--- src/rtl/pfd_pkg.sv ---
package pfd_pkg;

    typedef enum logic [1:0] {
        DRV_HIZ    = 2'b00,
        DRV_SINK   = 2'b01,
        DRV_SOURCE = 2'b10,
        DRV_BOTH   = 2'b11
    } drive_t;

    typedef struct packed {
        logic up;
        logic dn;
    } req_t;

    localparam int NUM_IN = 2;
    localparam int IDX_REF = 0;
    localparam int IDX_FB  = 1;

    function automatic drive_t req_to_drive(req_t r);
        return drive_t'({r.up, r.dn});
    endfunction

endpackage

--- src/rtl/pfd_edge.sv ---
module pfd_edge (
    input  logic clk,
    input  logic rst,
    input  logic sig_i,
    output logic rise_o
);
    logic meta_q, sync_q, last_q;

    always_ff @(posedge clk) begin
        if (rst) begin
            meta_q <= 1'b0;
            sync_q <= 1'b0;
            last_q <= 1'b0;
        end else begin
            meta_q <= sig_i;
            sync_q <= meta_q;
            last_q <= sync_q;
        end
    end

    assign rise_o = sync_q & ~last_q;
endmodule

--- src/rtl/pfd_core.sv ---
module pfd_core
    import pfd_pkg::*;
#(
    parameter int OVERLAP_CYCLES = 2
) (
    input  logic clk,
    input  logic rst,
    input  logic ref_rise_i,
    input  logic fb_rise_i,
    output req_t req_o
);
    localparam int OW = (OVERLAP_CYCLES > 1) ? $clog2(OVERLAP_CYCLES) : 1;
    localparam logic [OW-1:0] OVL_LAST = OW'(OVERLAP_CYCLES - 1);

    req_t          req_q;
    logic [OW-1:0] ovl_q;
    logic          both;

    assign both = req_q.up & req_q.dn;

    always_ff @(posedge clk) begin
        if (rst) begin
            req_q <= '0;
            ovl_q <= '0;
        end else if (both) begin
            if (ovl_q == OVL_LAST) begin
                req_q <= '0;
                ovl_q <= '0;
            end else begin
                ovl_q <= ovl_q + 1'b1;
            end
        end else begin
            req_q.up <= req_q.up | ref_rise_i;
            req_q.dn <= req_q.dn | fb_rise_i;
        end
    end

    assign req_o = req_q;

    // the pair is held until the overlap counter finishes
    p_overlap_hold_r3: assert property (@(posedge clk) disable iff (rst)
        (both && ovl_q != OVL_LAST) |=> (req_q.up && req_q.dn));
    // neither request drops without the other
    p_joint_clear_r3: assert property (@(posedge clk) disable iff (rst)
        $fell(req_q.up) |-> $fell(req_q.dn));
    p_joint_clear_dn_r3: assert property (@(posedge clk) disable iff (rst)
        $fell(req_q.dn) |-> $fell(req_q.up));
    // no request appears without an edge
    p_no_spurious_r1: assert property (@(posedge clk) disable iff (rst)
        (!req_q.up && !req_q.dn && !ref_rise_i && !fb_rise_i) |=> (!req_q.up && !req_q.dn));
endmodule

--- src/rtl/pfd_lock.sv ---
module pfd_lock #(
    parameter int OVERLAP_CYCLES = 2,
    parameter int LOCK_COUNT     = 4
) (
    input  logic clk,
    input  logic rst,
    input  logic err_i,
    output logic lock_o
);
    localparam int LIMIT = OVERLAP_CYCLES + 1;
    localparam int WW    = $clog2(LIMIT + 2);
    localparam int CW    = $clog2(LOCK_COUNT + 1);
    localparam logic [WW-1:0] W_LIMIT = WW'(LIMIT);
    localparam logic [WW-1:0] W_SAT   = WW'(LIMIT + 1);
    localparam logic [CW-1:0] C_FULL  = CW'(LOCK_COUNT);
    localparam logic [CW-1:0] C_LAST  = CW'(LOCK_COUNT - 1);

    logic [WW-1:0] width_q;
    logic [CW-1:0] good_q;
    logic          lock_q;

    always_ff @(posedge clk) begin
        if (rst) begin
            width_q <= '0;
            good_q  <= '0;
            lock_q  <= 1'b0;
        end else if (err_i) begin
            if (width_q != W_SAT) width_q <= width_q + 1'b1;
            if (width_q == W_LIMIT) begin
                good_q <= '0;
                lock_q <= 1'b0;
            end
        end else if (width_q != '0) begin
            width_q <= '0;
            if (width_q <= W_LIMIT) begin
                if (good_q >= C_LAST) lock_q <= 1'b1;
                if (good_q != C_FULL) good_q <= good_q + 1'b1;
            end
        end
    end

    assign lock_o = lock_q;

    // the flag only rises at the end of a pulse
    p_lock_at_pulse_end_r8: assert property (@(posedge clk) disable iff (rst)
        $rose(lock_q) |-> $past(!err_i));
    // a pulse reaching LIMIT+1 cycles drops the flag
    p_wide_unlocks_r9: assert property (@(posedge clk) disable iff (rst)
        (err_i && width_q == W_LIMIT) |=> !lock_q);
endmodule

--- src/rtl/pfd_lock_top.sv ---
module pfd_lock_top
    import pfd_pkg::*;
#(
    parameter int OVERLAP_CYCLES = 2,
    parameter int LOCK_COUNT     = 4
) (
    input  logic       clk,
    input  logic       rst,
    input  logic       ref_i,
    input  logic       fb_i,
    output logic       up_o,
    output logic       dn_o,
    output logic [1:0] drive_o,
    output logic       err_o,
    output logic       lock_o
);
    logic [NUM_IN-1:0] raw;
    logic [NUM_IN-1:0] rise;
    req_t              req;
    drive_t            drv;

    assign raw[IDX_REF] = ref_i;
    assign raw[IDX_FB]  = fb_i;

    for (genvar g = 0; g < NUM_IN; g++) begin : g_edge
        pfd_edge u_edge (
            .clk    (clk),
            .rst    (rst),
            .sig_i  (raw[g]),
            .rise_o (rise[g])
        );
    end

    pfd_core #(.OVERLAP_CYCLES(OVERLAP_CYCLES)) u_core (
        .clk        (clk),
        .rst        (rst),
        .ref_rise_i (rise[IDX_REF]),
        .fb_rise_i  (rise[IDX_FB]),
        .req_o      (req)
    );

    assign drv     = req_to_drive(req);
    assign up_o    = req.up;
    assign dn_o    = req.dn;
    assign drive_o = drv;
    assign err_o   = req.up | req.dn;

    pfd_lock #(.OVERLAP_CYCLES(OVERLAP_CYCLES), .LOCK_COUNT(LOCK_COUNT)) u_lock (
        .clk    (clk),
        .rst    (rst),
        .err_i  (err_o),
        .lock_o (lock_o)
    );

    // the error pulse matches the drive code being non-idle
    p_err_vs_code_r11: assert property (@(posedge clk) disable iff (rst)
        (drive_o == 2'b00) == !err_o);
endmodule

--- config.mk ---
export PLATFORM = sky130hd
export DESIGN_NAME = pfd_lock_top
export DESIGN_NICKNAME = d
export VERILOG_FILES = /design/src/rtl/pfd_pkg.sv /design/src/rtl/pfd_edge.sv /design/src/rtl/pfd_core.sv /design/src/rtl/pfd_lock.sv /design/src/rtl/pfd_lock_top.sv
export SDC_FILE = /design/constraint.sdc
export NUM_CORES = 1
export LEC_CHECK = 0
export BUFFER_PORTS_ARGS = -buffer_cell sky130_fd_sc_hd__buf_2
export CORE_MARGIN = 5
export CORE_UTILIZATION = 38
export CTS_CLUSTER_DIAMETER = 120
export CTS_CLUSTER_SIZE = 30
export DETAILED_ROUTE_END_ITERATION = 12
export PLACE_DENSITY = 0.63
export SLEW_MARGIN = 5
export SYNTH_ARGS = -nofsm -noshare
export SYNTH_HDL_FRONTEND = slang
export SYNTH_HIERARCHICAL = 1
export SYNTH_SLANG_ARGS = --single-unit
--- constraint.sdc ---
create_clock -name clk -period 4 [get_ports clk]
set_clock_uncertainty 0.1 [all_clocks]
set_input_delay 0.2 -clock clk [delete_from_list [all_inputs] [get_ports clk]]
set_output_delay 0.2 -clock clk [all_outputs]
set_load 0.01 [all_outputs]
Yosys cells after proc, flatten, opt, wreduce, memory -nomap -nowiden
Cells that the tools add are included.

storage, ports and cells
  output and inout port bits = 6
  bits of input ports = 4
  flip-flop bits (word level) = 16

cells by class
  $lt $le $gt $ge = 2
  mux-type cells = 16
  reductions and logical operators = 8
  bitwise logic cells = 8
  add/subtract/negate cells = 3
  equal/unequal tests = 6

operator list
  operator             number
  $mux 3               8
  $reduce_and 4->1     2
  $reduce_bool 2->1    4
  $add 3x1->3 const B  2
  $mux 1               6
  $ne 2x1->1 const B   3
  $ne 3x3->1 const B   2
  $mux 2               2
  $and 1x1->1          3
  $eq 3x2->1 const B   1
  $ge 3x2->1 const B   1
  $le 3x2->1 const B   1
  $or 1x1->1           3
  $reduce_bool 3->1    1
  $not 1->1            2
  $reduce_and 2->1     1
  $add 1x1->1 const B  1

Depth between registers and ports, before layout
Gate-level depths: netlist (run 1).

  depth in word-level cells = 5
  depth in mapped cells = 6

Hierarchy
The synthesis (run 1) kept the hierarchy.

by module, submodules not included
  module        cells each  instances  area an instance (um2)
  pfd_lock      53          1          434.2
  pfd_edge      7           2          87.6
  pfd_core      11          1          106.4
  pfd_lock_top  3           1          21.3

Least setup slack after synthesis (run 1)
Ideal clock, no wire load.

  path type = register to register
  start = reg u_core.req_q (netlist bit u_core/req_o[0])
  end = reg u_lock.good_q[2]
  data arrival time = 1.543 ns
  buffers on the path = 1
  slack = 2.288 ns
  cell stages (with the launch flop) = 5
  cell sequence = dfxtp_1 -> or2_1 -> clkbuf_1 -> or4_1 -> a21oi_1

on the way
  longest elaborated chain between the ends = 3
  elaborated cells on any way between the ends = 7

RTL lines
  item                                                                     RTL line            RTL
  from (decl)                                                              pfd_core.sv:15      req_t req_q;
  $or 1x1->1 *                                                             pfd_lock_top.sv:46  assign err_o = req.up | req.dn;
  named net err_o                                                          pfd_lock_top.sv:14  output logic err_o,
  $ne 2x1->1 (no source line) / $reduce_bool 2->1 (equally long branches)  n/a
  $reduce_and 4->1 (no source line)                                        n/a
  to (signal assigned)                                                     pfd_lock.sv:37      if (good_q != C_FULL) good_q <= good_q + 1'b1;
  to (decl)                                                                pfd_lock.sv:19      logic [CW-1:0] good_q;

Mark *: on every way through the listed nets, which the timed path passes. The rest lies on a longest branch.
A chain may end at the register's enable or synchronous reset.

Worst setup path in the final report (run 1)
  start = reg u_core.req_q (netlist bit u_core/req_o[0])
  end = reg u_lock.good_q[1]

on the way
  longest elaborated chain between the ends = 3
  elaborated cells on any way between the ends = 7

RTL lines
  item                                                                     RTL line
  $or 1x1->1 *                                                             pfd_lock_top.sv:46
  $ne 2x1->1 (no source line) / $reduce_bool 2->1 (equally long branches)  n/a
  $reduce_and 4->1 (no source line)                                        n/a

Every way passes the cells marked *; elsewhere a longest branch is shown, timed or not.

==> metrics.md, run 1 <==
| Metric | Value |
|---|---|
| Outcome | complete, no violations |
| Clock sink count | 16 |
| Worst Path Class, Setup | reg -> reg |
| Global-route wire length before repair | ~2 mm |
| Post-CTS setup buffer count | 0 |
| Total of cells resized after clock tree synthesis | 0 |
| Worst EP required | 4.12 ns |
| Part of the cycle the worst path needs | 0.466 |
| Clock network latency to the later pin of the worst-skew pair | between 0.2 and 0.3 ns |
| DP HPWL | about 850 µm |
| Least-Margin Pin Slew | approximately 0.45 ns |
| Overall routing resource usage | 0.0951 |
| Mean number of vias per cell | about 4.7 |
| Count of synthesis-stage warnings from yosys | 6 |
| Worst-case register-to-register setup slack | roughly 2.1 ns |
| Remaining DRCs | 0 |
| Clock tree root buffer cell | clkbuf_4 |
| Number of synthesized flops with an enable pin | 0 |
| TritonCTS Buffers | 3 |
| Die Y-Extent | about 54 µm |
| Total die area | 2920 µm² |
| Hold Crit Depth | 2 |
| Count of unique library cells instantiated by Yosys | 27 |
| Number of global-route vias before repair | between 400 and 500 |
| Total instance count after detailed placement | 114 |
| Maximum ir drop on the vdd rail | about 0.23 mV |
| Number of pins exceeding their max-slew limit in the final report | 0 |
| Async set-reset flop share out of synthesis | 0 |
| Critical Path End Type | flop |
| Tmin final | between 1.5 and 2 ns |
| Core Footprint | 1900 µm² |
| Final ANT Viol Nets | 0 |
| Row Count | 16 |
| Routability congestion estimate | 0.709 |
| CP Launch Type | flop |
| Number of failing hold endpoints at the final stage | 0 |
| Top library cells by usage in the layout, fill and taps aside | 16 x dfxtp_1, 9 x buf_2, 7 x a21oi_1, 7 x inv_1 |
| Cell leakage power | between 0.3 and 0.4 nW |
| Worst flop-to-flop path startpoint | u_core/req_o[0] |
| Most frequently used flop master after synthesis | dfxtp_1 |
| Worst r2r dst | u_lock/good_q[1] |
| Setup_tns | 0 ns |
| DRT Pass-1 Iters | 3 |
| ANT cells | 0 |
| Maximum clock frequency | 536 MHz |
| CTS H-Tree Depth | 1 |
| Cell depth of the worst flop-to-flop path | 5 |
| Routed wire length | ~1.2 mm |
| Number of buffer cells added on primary ports | 9 |
| Starting Density | 0.388 |
| IO Count | 10 |
| Final standard cell utilization of the core | 0.438 |
| Worst setup path startpoint | u_core/req_o[0] |
| Worst-path maximum fanout | 13 |
| CTS Hold Buffers Added | 0 |
| # Max-Cap Violations | 0 |
| Drt first-iter violations | 3 |
| Width of the die | 54.0 µm |
| Data arrival time of the critical path | 1.99 ns |
| Place WS | 2.15 ns |
| Wirelength per Cell | 10.1 µm |
| Class of the tightest hold or removal check | in -> reg |
| CTS tree | yes |
| Total congestion overflow after global routing | 0 |
| Most common library cell in the layout ignoring fill and taps | dfxtp_1 |
| Sequential area share after synthesis | 0.435 |
| Share of cells above drive strength 1 | 0.209 |
| Power density cells | between 300 and 400 nW/µm² |
| Register bit count reported by yosys | 16 |
| Post-Syn Nets | just over 90 |
| Post-CTS clock slew at the launch and capture registers of the worst setup and hold paths | around 0.09 ns |
| Worst setup slack after layout | around 2.1 ns |
| Synth-to-Final Area Change | 13.1% |
| Final Setup Violations | 0 |
| Per-instance average area after synthesis | between 9 and 10 µm² |
| Max-slew headroom at the worst pin | 0.699 |
| Gate count after technology mapping | just over 80 |
| Routed vias | 554 |
| Number of antenna violations at the first check in global routing | 0 |
| Critical path capture point | u_lock/good_q[1] |
| Netlist area before placement | between 700 and 800 µm² |
| Pin count of the biggest net entering global routing | 17 |
| Unrepaired setup endpoints after global routing | false |
| Final Instance Count excl. Fillers | 118 |
| Count of nets after finishing | ~100 |
| Maximum number of buffers from clock root to sink | 2 |
-- Yosys cell counts (all sizes together), types with 4 or more instances --
master  count  share of area
inv         7          0.036
a21oi       9          0.071
dfxtp      16           0.43
nor2b       8          0.075
o21ai       4          0.027
nand2       5          0.025
ha          6           0.10
nor2        4          0.024
-- how the worst min path moves through the flow --
| stage | startpoint | slack (ns) | endpoint |
|---|---|---|---|
| 2_1_floorplan | rst | 0.17 | u_core/ovl_q |
| 3_5_place_dp | fb_i | 0.32 | g_edge[1].u_edge/meta_q |
| 3_3_place_gp | ref_i | 0.31 | g_edge[0].u_edge/meta_q |
| 6_report | fb_i | 0.03 | g_edge[1].u_edge/meta_q |
| 5_1_grt | fb_i | 0.02 | g_edge[1].u_edge/meta_q |
| 4_1_cts | fb_i | 0.02 | g_edge[1].u_edge/meta_q |
-- metrics by stage --
step	power, mW	cell area [µm²]	hold slack (ns)
floorplan	0.207	737	0.169
global placement	0.217	797	0.312
detailed placement	0.219	797	0.319
CTS	0.324	833	0.0196
global route	0.339	833	0.0186
finish	0.320	833	0.0252
-- registers in the layout, indices dropped and copies added (netlist names) --
name	cells
u_lock/good_q	3
u_lock/width_q	3
g_edge.u_edge/last_q	2
g_edge.u_edge/meta_q	2
g_edge.u_edge/sync_q	2
u_core/req_o	2
u_core/ovl_q	1
u_lock/lock_o	1
-- kinds of logic (layout without fill, tap and decap cells) --
kind of cell    after synthesis  after routing  share of synthesized area
compound gates               19             19                      0.161
xor+xnor                      1              1                     0.0119
fa+ha+maj                     6              6                      0.102
buf+inv                      10             20                     0.0611
flops                        16             16                      0.435
simple gates                 29             29                      0.229
-- power breakdown --
group | internal [mW] | total (mW) | switching (mW)
logic | 0.0174 | 0.0417 | 0.0243
clock network | 0.0554 | 0.105 | 0.0500
registers | 0.167 | 0.173 | 0.00637
-- worst max-delay path: stages (launching register included) --
cell and delay (ns):
dfxtp_1 0.37, or2_1 0.41, nor2_2 0.18, a21oi_2 0.10
or4b_1 0.50, a21oi_1 0.14
-- area by class of cell --
| cell class | count | area [µm²] |
|---|---|---|
| inverter | 7 | 26.3 |
| sequential | 16 | 320 |
| clock buffer | 4 | 36.3 |
| multi-input combinational | 55 | 372 |
| timing repair buffer | 9 | 45.0 |
| tap | 27 | 33.8 |
| fill | 186 | 1070 |
-- metal layers --
metal | vias up | share of wire | GRT usage
li1 | 295 | - | -
met1 | 249 | 0.48 | 0.112
met2 | 8 | 0.47 | 0.157
met3 | 2 | 0.038 | 0.0332
met4 | 0 | 0.016 | 0.0373
met5 | - | 0 | 0
Note: power is estimated with default switching activity, not from simulation.
==> run 2, diff against run 1 <==
==> constraint.sdc (replaced) <==
create_clock -name clk -period 1.9 [get_ports clk]
set_clock_uncertainty 0.1 [all_clocks]
set_input_delay 0.095 -clock clk [delete_from_list [all_inputs] [get_ports clk]]
set_output_delay 0.095 -clock clk [all_outputs]
set_load 0.01 [all_outputs]
==> metrics.md, run 2 (same netlist as run 1, synthesis figures left out) <==
| Metric | Value |
|---|---|
| Worst Path Class, Setup | reg -> reg |
| Share of cells above drive strength 1 | 0.213 |
| Post-CTS clock slew at the launch and capture registers of the worst setup and hold paths | 0.10 ns |
| Tmin final | around 1.7 ns |
| CTS tree | yes |
| Starting Density | 0.388 |
| Largest stage delay on the critical path | 0.46 ns |
| Routability congestion estimate | approximately 0.7 |
| Class of the tightest hold or removal check | in -> reg |
| Total congestion overflow after global routing | 0 |
| Wirelength per Cell | ~11 µm |
| CP Launch Type | flop |
| Most common library cell in the layout ignoring fill and taps | dfxtp_1 |
| Unrepaired setup endpoints after global routing | false |
| Top library cells by usage in the layout, fill and taps aside | 16 x dfxtp_1, 9 x buf_2, 7 x a21oi_1, 7 x inv_1 |
| DP HPWL | a little under 900 µm |
| Routed vias | approximately 570 |
| Cell leakage power | 0.345 nW |
| Global-route wire length before repair | between 2 and 2.5 mm |
| Total die area | about 2900 µm² |
| Setup_tns | 0 ns |
| Worst EP required | 2.02 ns |
| Worst-case register-to-register setup slack | ~0.19 ns |
| Critical Path End Type | flop |
| Total of cells resized after clock tree synthesis | 0 |
| Data arrival time of the critical path | between 1.5 and 2 ns |
| Number of failing hold endpoints at the final stage | 0 |
| Clock sink count | 16 |
| Width of the die | 54.0 µm |
| Number of pins exceeding their max-slew limit in the final report | 0 |
| Synth-to-Final Area Change | 16.8% |
| Number of global-route vias before repair | ~500 |
| Overall routing resource usage | 0.0986 |
| Part of the cycle the worst path needs | 0.902 |
| Drt first-iter violations | 5 |
| Mean number of vias per cell | 4.72 |
| IO Count | 10 |
| Worst path slowest cell | or4b_1 |
| Maximum number of buffers from clock root to sink | 2 |
| Worst Hold Margin | 0.0620 ns |
| ANT cells | 0 |
| Maximum clock frequency | 584 MHz |
| Clock tree root buffer cell | clkbuf_4 |
| Count of nets after finishing | about 110 |
| Number of buffer cells added on primary ports | 9 |
| Core Footprint | ~1900 µm² |
| # Max-Cap Violations | 0 |
| Power density cells | slightly below 800 nW/µm² |
| Top Registers | u_lock/good_q x3, u_lock/width_q x3 |
| Die Y-Extent | 54.0 µm |
| Least-Margin Pin Slew | around 0.28 ns |
| Max-slew headroom at the worst pin | 0.814 |
| DRT Pass-1 Iters | 4 |
| Remaining DRCs | 0 |
| Outcome | complete, no violations |
| Number of antenna violations at the first check in global routing | 0 |
| TritonCTS Buffers | 3 |
| Pin count of the biggest net entering global routing | 17 |
| CTS H-Tree Depth | 1 |
| Maximum ir drop on the vdd rail | roughly 0.36 mV |
| Final ANT Viol Nets | 0 |
| List of cells traversed by the critical path | inv_1 -> ha_1 -> nand2b_1 -> a21oi_2 -> or4b_1 -> a21oi_1 |
| Post-CTS setup buffer count | 0 |
| Row Count | 16 |
| Clock network latency to the later pin of the worst-skew pair | ~0.28 ns |
| Routed wire length | ~1.3 mm |
| Worst-path maximum fanout | 6 |
| Final Setup Violations | 0 |
run 2: cell count changes in the layout (fill, tap and decap cells not counted), sizes merged:
cell         delta
buf             +1
dlygate4sd3     +2
run 2: metal layers:
layer	track usage	wire, µm
met2	0.155	599
met3	0.0249	30
met4	0.0622	19
met1	0.119	622
met5	0	0
run 2: metrics by stage:
step           total power, mW  setup WS (ns)  instance area, µm²   util  cells
5_1_grt                  0.719          0.118                 861  0.453    121
3_5_place_dp             0.464          0.214                 805  0.423    115
4_1_cts                  0.689          0.181                 861  0.453    121
6_report                 0.680          0.187                 861  0.453    121
2_1_floorplan            0.436          0.188                 737      -     81
3_3_place_gp             0.460          0.278                 805  0.423    115
run 2: worst max-delay path, delay by kind of cell, from the launching register on:
family                   cells  cell delay [ns]
AND/OR/NAND/NOR              2             0.58
flip-flops                   1             0.39
adder cells (fa/ha/maj)      1             0.27
AO/OA/AOI/OAI                2             0.22
buffers and inverters        1             0.08
run 2: layout make-up:
type                            instances  area [µm²]
Timing Repair Buffer                   12        72.6
Tap cell                               27        33.8
Fill cell                             184        1040
Sequential cell                        16         320
Inverter                                7        26.3
Multi-Input combinational cell         55         372
Clock buffer                            4        36.3
run 2: repair_timing:
item                                    4_1_cts  5_1_grt
endpoints found under the hold margin         2        0
hold buffers                                  2        0
endpoints found under the setup margin        0        0
run 2: power by group:
group	internal (mW)	switching, mW
registers	0.351	0.0136
logic	0.0420	0.0524
clock network	0.116	0.105
total	0.509	0.171
run 2: path summary, 6_finish.rpt:
check                                             start                 endpoint  depth (start not counted)
worst min register to register  g_edge[0].u_edge/meta_q  g_edge[0].u_edge/sync_q                          1
worst max-delay path                  u_lock/width_q[0]         u_lock/good_q[1]                          6
worst max register to register        u_lock/width_q[0]         u_lock/good_q[1]                          6
worst min-delay path                                rst        u_lock/width_q[1]                          2
==> run 3, diff against run 2 <==
--- a/config.mk
+++ b/config.mk
@@ -5,13 +5,16 @@
 export SDC_FILE = /design/constraint.sdc
 export NUM_CORES = 1
 export LEC_CHECK = 0
+export ABC_CLOCK_PERIOD_IN_PS = 1900
 export BUFFER_PORTS_ARGS = -buffer_cell sky130_fd_sc_hd__buf_2
 export CORE_MARGIN = 5
 export CORE_UTILIZATION = 38
 export CTS_CLUSTER_DIAMETER = 120
 export CTS_CLUSTER_SIZE = 30
 export DETAILED_ROUTE_END_ITERATION = 12
+export GPL_TIMING_DRIVEN = 0
 export PLACE_DENSITY = 0.63
+export SETUP_SLACK_MARGIN = 0.4
 export SLEW_MARGIN = 5
 export SYNTH_ARGS = -nofsm -noshare
 export SYNTH_HDL_FRONTEND = slang
==> metrics.md, run 3 (same netlist as run 1, synthesis figures left out) <==
| Metric | Value |
|---|---|
| Tmin final | about 1.6 ns |
| Fill cell instance count of the final layout | 175 |
| Switching power | between 150 and 200 µW |
| Least-Margin Pin Slew | around 0.31 ns |
| Total die area | about 2900 µm² |
| Remaining DRCs | 0 |
| Die Y-Extent | roughly 54 µm |
| Count of nets after finishing | around 110 |
| Worst Hold Margin | between 0.06 and 0.07 ns |
| Routed wire length | between 1 and 1.5 mm |
| Fraction of power consumed by combinational cells | 0.198 |
| Busiest layer in global routing | met2 |
| Part of the cycle the worst path needs | 0.832 |
| Cell Int Power | ~540 µW |
| TritonCTS Buffers | 3 |
| Routed vias | slightly above 600 |
| Critical Path End Type | flop |
| Number of pins exceeding their max-slew limit in the final report | 0 |
| Pin count of the biggest net entering global routing | 17 |
| Maximum number of buffers from clock root to sink | 2 |
| Proportion of power drawn by the clock network | 0.306 |
| Power density cells | around 720 nW/µm² |
| Top library cells by usage in the layout, fill and taps aside | 9 x dfxtp_1, 9 x buf_2, 7 x buf_4, 6 x nor2b_1, 6 x inv_1 |
| Clock network latency to the later pin of the worst-skew pair | about 0.29 ns |
| Drt first-iter violations | 4 |
| Number of antenna violations at the first check in global routing | 0 |
| Max-slew headroom at the worst pin | 0.791 |
| Core Footprint | about 1900 µm² |
| Worst Path Class, Setup | reg -> reg |
| Class of the tightest hold or removal check | in -> reg |
| Clock sink count | 16 |
| Worst EP required | 2.02 ns |
| CTS H-Tree Depth | 1 |
| Number of buffer cells added on primary ports | 9 |
| Global Route met2 Usage | 0.165 |
| Multi-input gate area | ~450 µm² |
| Width of the die | ~54 µm |
| Maximum clock frequency | about 630 MHz |
| Worst path slowest cell | or4_4 |
| Outcome | complete, no violations |
| List of cells traversed by the critical path | or2_4 -> nor2_4 -> a21oi_4 -> or4_4 -> a21oi_2 |
| Setup_tns | 0 ns |
| Storage element area | 339 µm² |
| Synth-to-Final Area Change | 38.0% |
| CP Launch Type | flop |
| Total congestion overflow after global routing | 0 |
| Worst-case register-to-register setup slack | 0.32 ns |
| Starting Density | 0.388 |
| Sequential cell fraction of total power | 0.496 |
| Number of global-route vias before repair | 551 |
| Number of failing hold endpoints at the final stage | 0 |
| Clock tree root buffer cell | clkbuf_4 |
| Largest stage delay on the critical path | around 0.48 ns |
| Met1 capacity usage during global routing | 0.141 |
| Cell leakage power | around 0.40 nW |
| Final Setup Violations | 0 |
| Final ANT Viol Nets | 0 |
| Top Registers | u_lock/good_q x3, u_lock/width_q x3 |
| Post-CTS clock slew at the launch and capture registers of the worst setup and hold paths | ~0.10 ns |
| Data arrival time of the critical path | between 1.5 and 2 ns |
| Unrepaired setup endpoints after global routing | true |
| Wirelength per Cell | 10.9 µm |
| DP HPWL | around 860 µm |
| Switch share | 0.258 |
| IO Count | 10 |
| Row Count | 16 |
| Mean number of vias per cell | roughly 4.8 |
| # Max-Cap Violations | 0 |
| ANT cells | 0 |
| Overall routing resource usage | 0.108 |
| CTS tree | yes |
| Worst-path maximum fanout | 5 |
| Share of cells above drive strength 1 | 0.455 |
| GRT met3 Usage | 0.0166 |
| DRT Pass-1 Iters | 4 |
| Routability congestion estimate | around 0.71 |
| Global-route wire length before repair | around 2.3 mm |
| Maximum ir drop on the vdd rail | a little under 0.3 mV |
## run 3: timing repair
item                                   CTS  global route
endpoints found under the hold margin    2             0
hold buffers                             2             0
setup endpoints to repair                4             4
resized for setup                        8            14
setup buffers                            3             2
pin swaps                                7             6
## run 3: worst paths after layout
check | start | to | depth (start not counted)
max | u_core/req_o[0] | u_lock/good_q[0] | 5
min | rst | u_lock/good_q[0] | 2
max reg2reg | u_core/req_o[0] | u_lock/good_q[0] | 5
min reg2reg | g_edge[1].u_edge/meta_q | g_edge[1].u_edge/sync_q | 1
## run 3: power groups by stage
| stage | clock (mW) | combinational, mW | sequential (mW) |
|---|---|---|---|
| after floorplan | 0 | 0.0737 | 0.370 |
| after global placement | 0 | 0.0986 | 0.371 |
| after detailed placement | 0 | 0.100 | 0.372 |
| after CTS | 0.231 | 0.122 | 0.364 |
| after global routing | 0.250 | 0.162 | 0.366 |
| final | 0.224 | 0.145 | 0.363 |
## run 3: area by class of cell
cell class	count	area share
clock buffers	4	0.0357
repair buffers	16	0.101
inverters	7	0.0258
well taps	27	0.0332
multi-input cells	55	0.442
plain buffers	3	0.0295
flip-flops and latches	16	0.333
## run 3: per-stage QoR
stage	instance area [µm²]	util	total power, mW	std cells	setup WS (ns)
2_1_floorplan	762	-	0.444	81	0.322
3_3_place_gp	841	0.442	0.470	117	0.274
4_1_cts	947	0.498	0.717	126	0.285
3_5_place_dp	841	0.442	0.473	117	0.256
5_1_grt	1020	0.535	0.778	128	0.263
6_report	1020	0.535	0.731	128	0.319
## run 3: worst max-delay path, delay by kind of cell (launching register included)
family	cells	cell delay, ns
AND/OR/NAND/NOR	3	0.86
flip-flops	1	0.35
AO/OA/AOI/OAI	2	0.20
## run 3: per-layer routing
layer,wire length [µm],part of all wire
met3,44,0.032
met5,0,0
met4,0,0
met1,657,0.47
met2,687,0.49
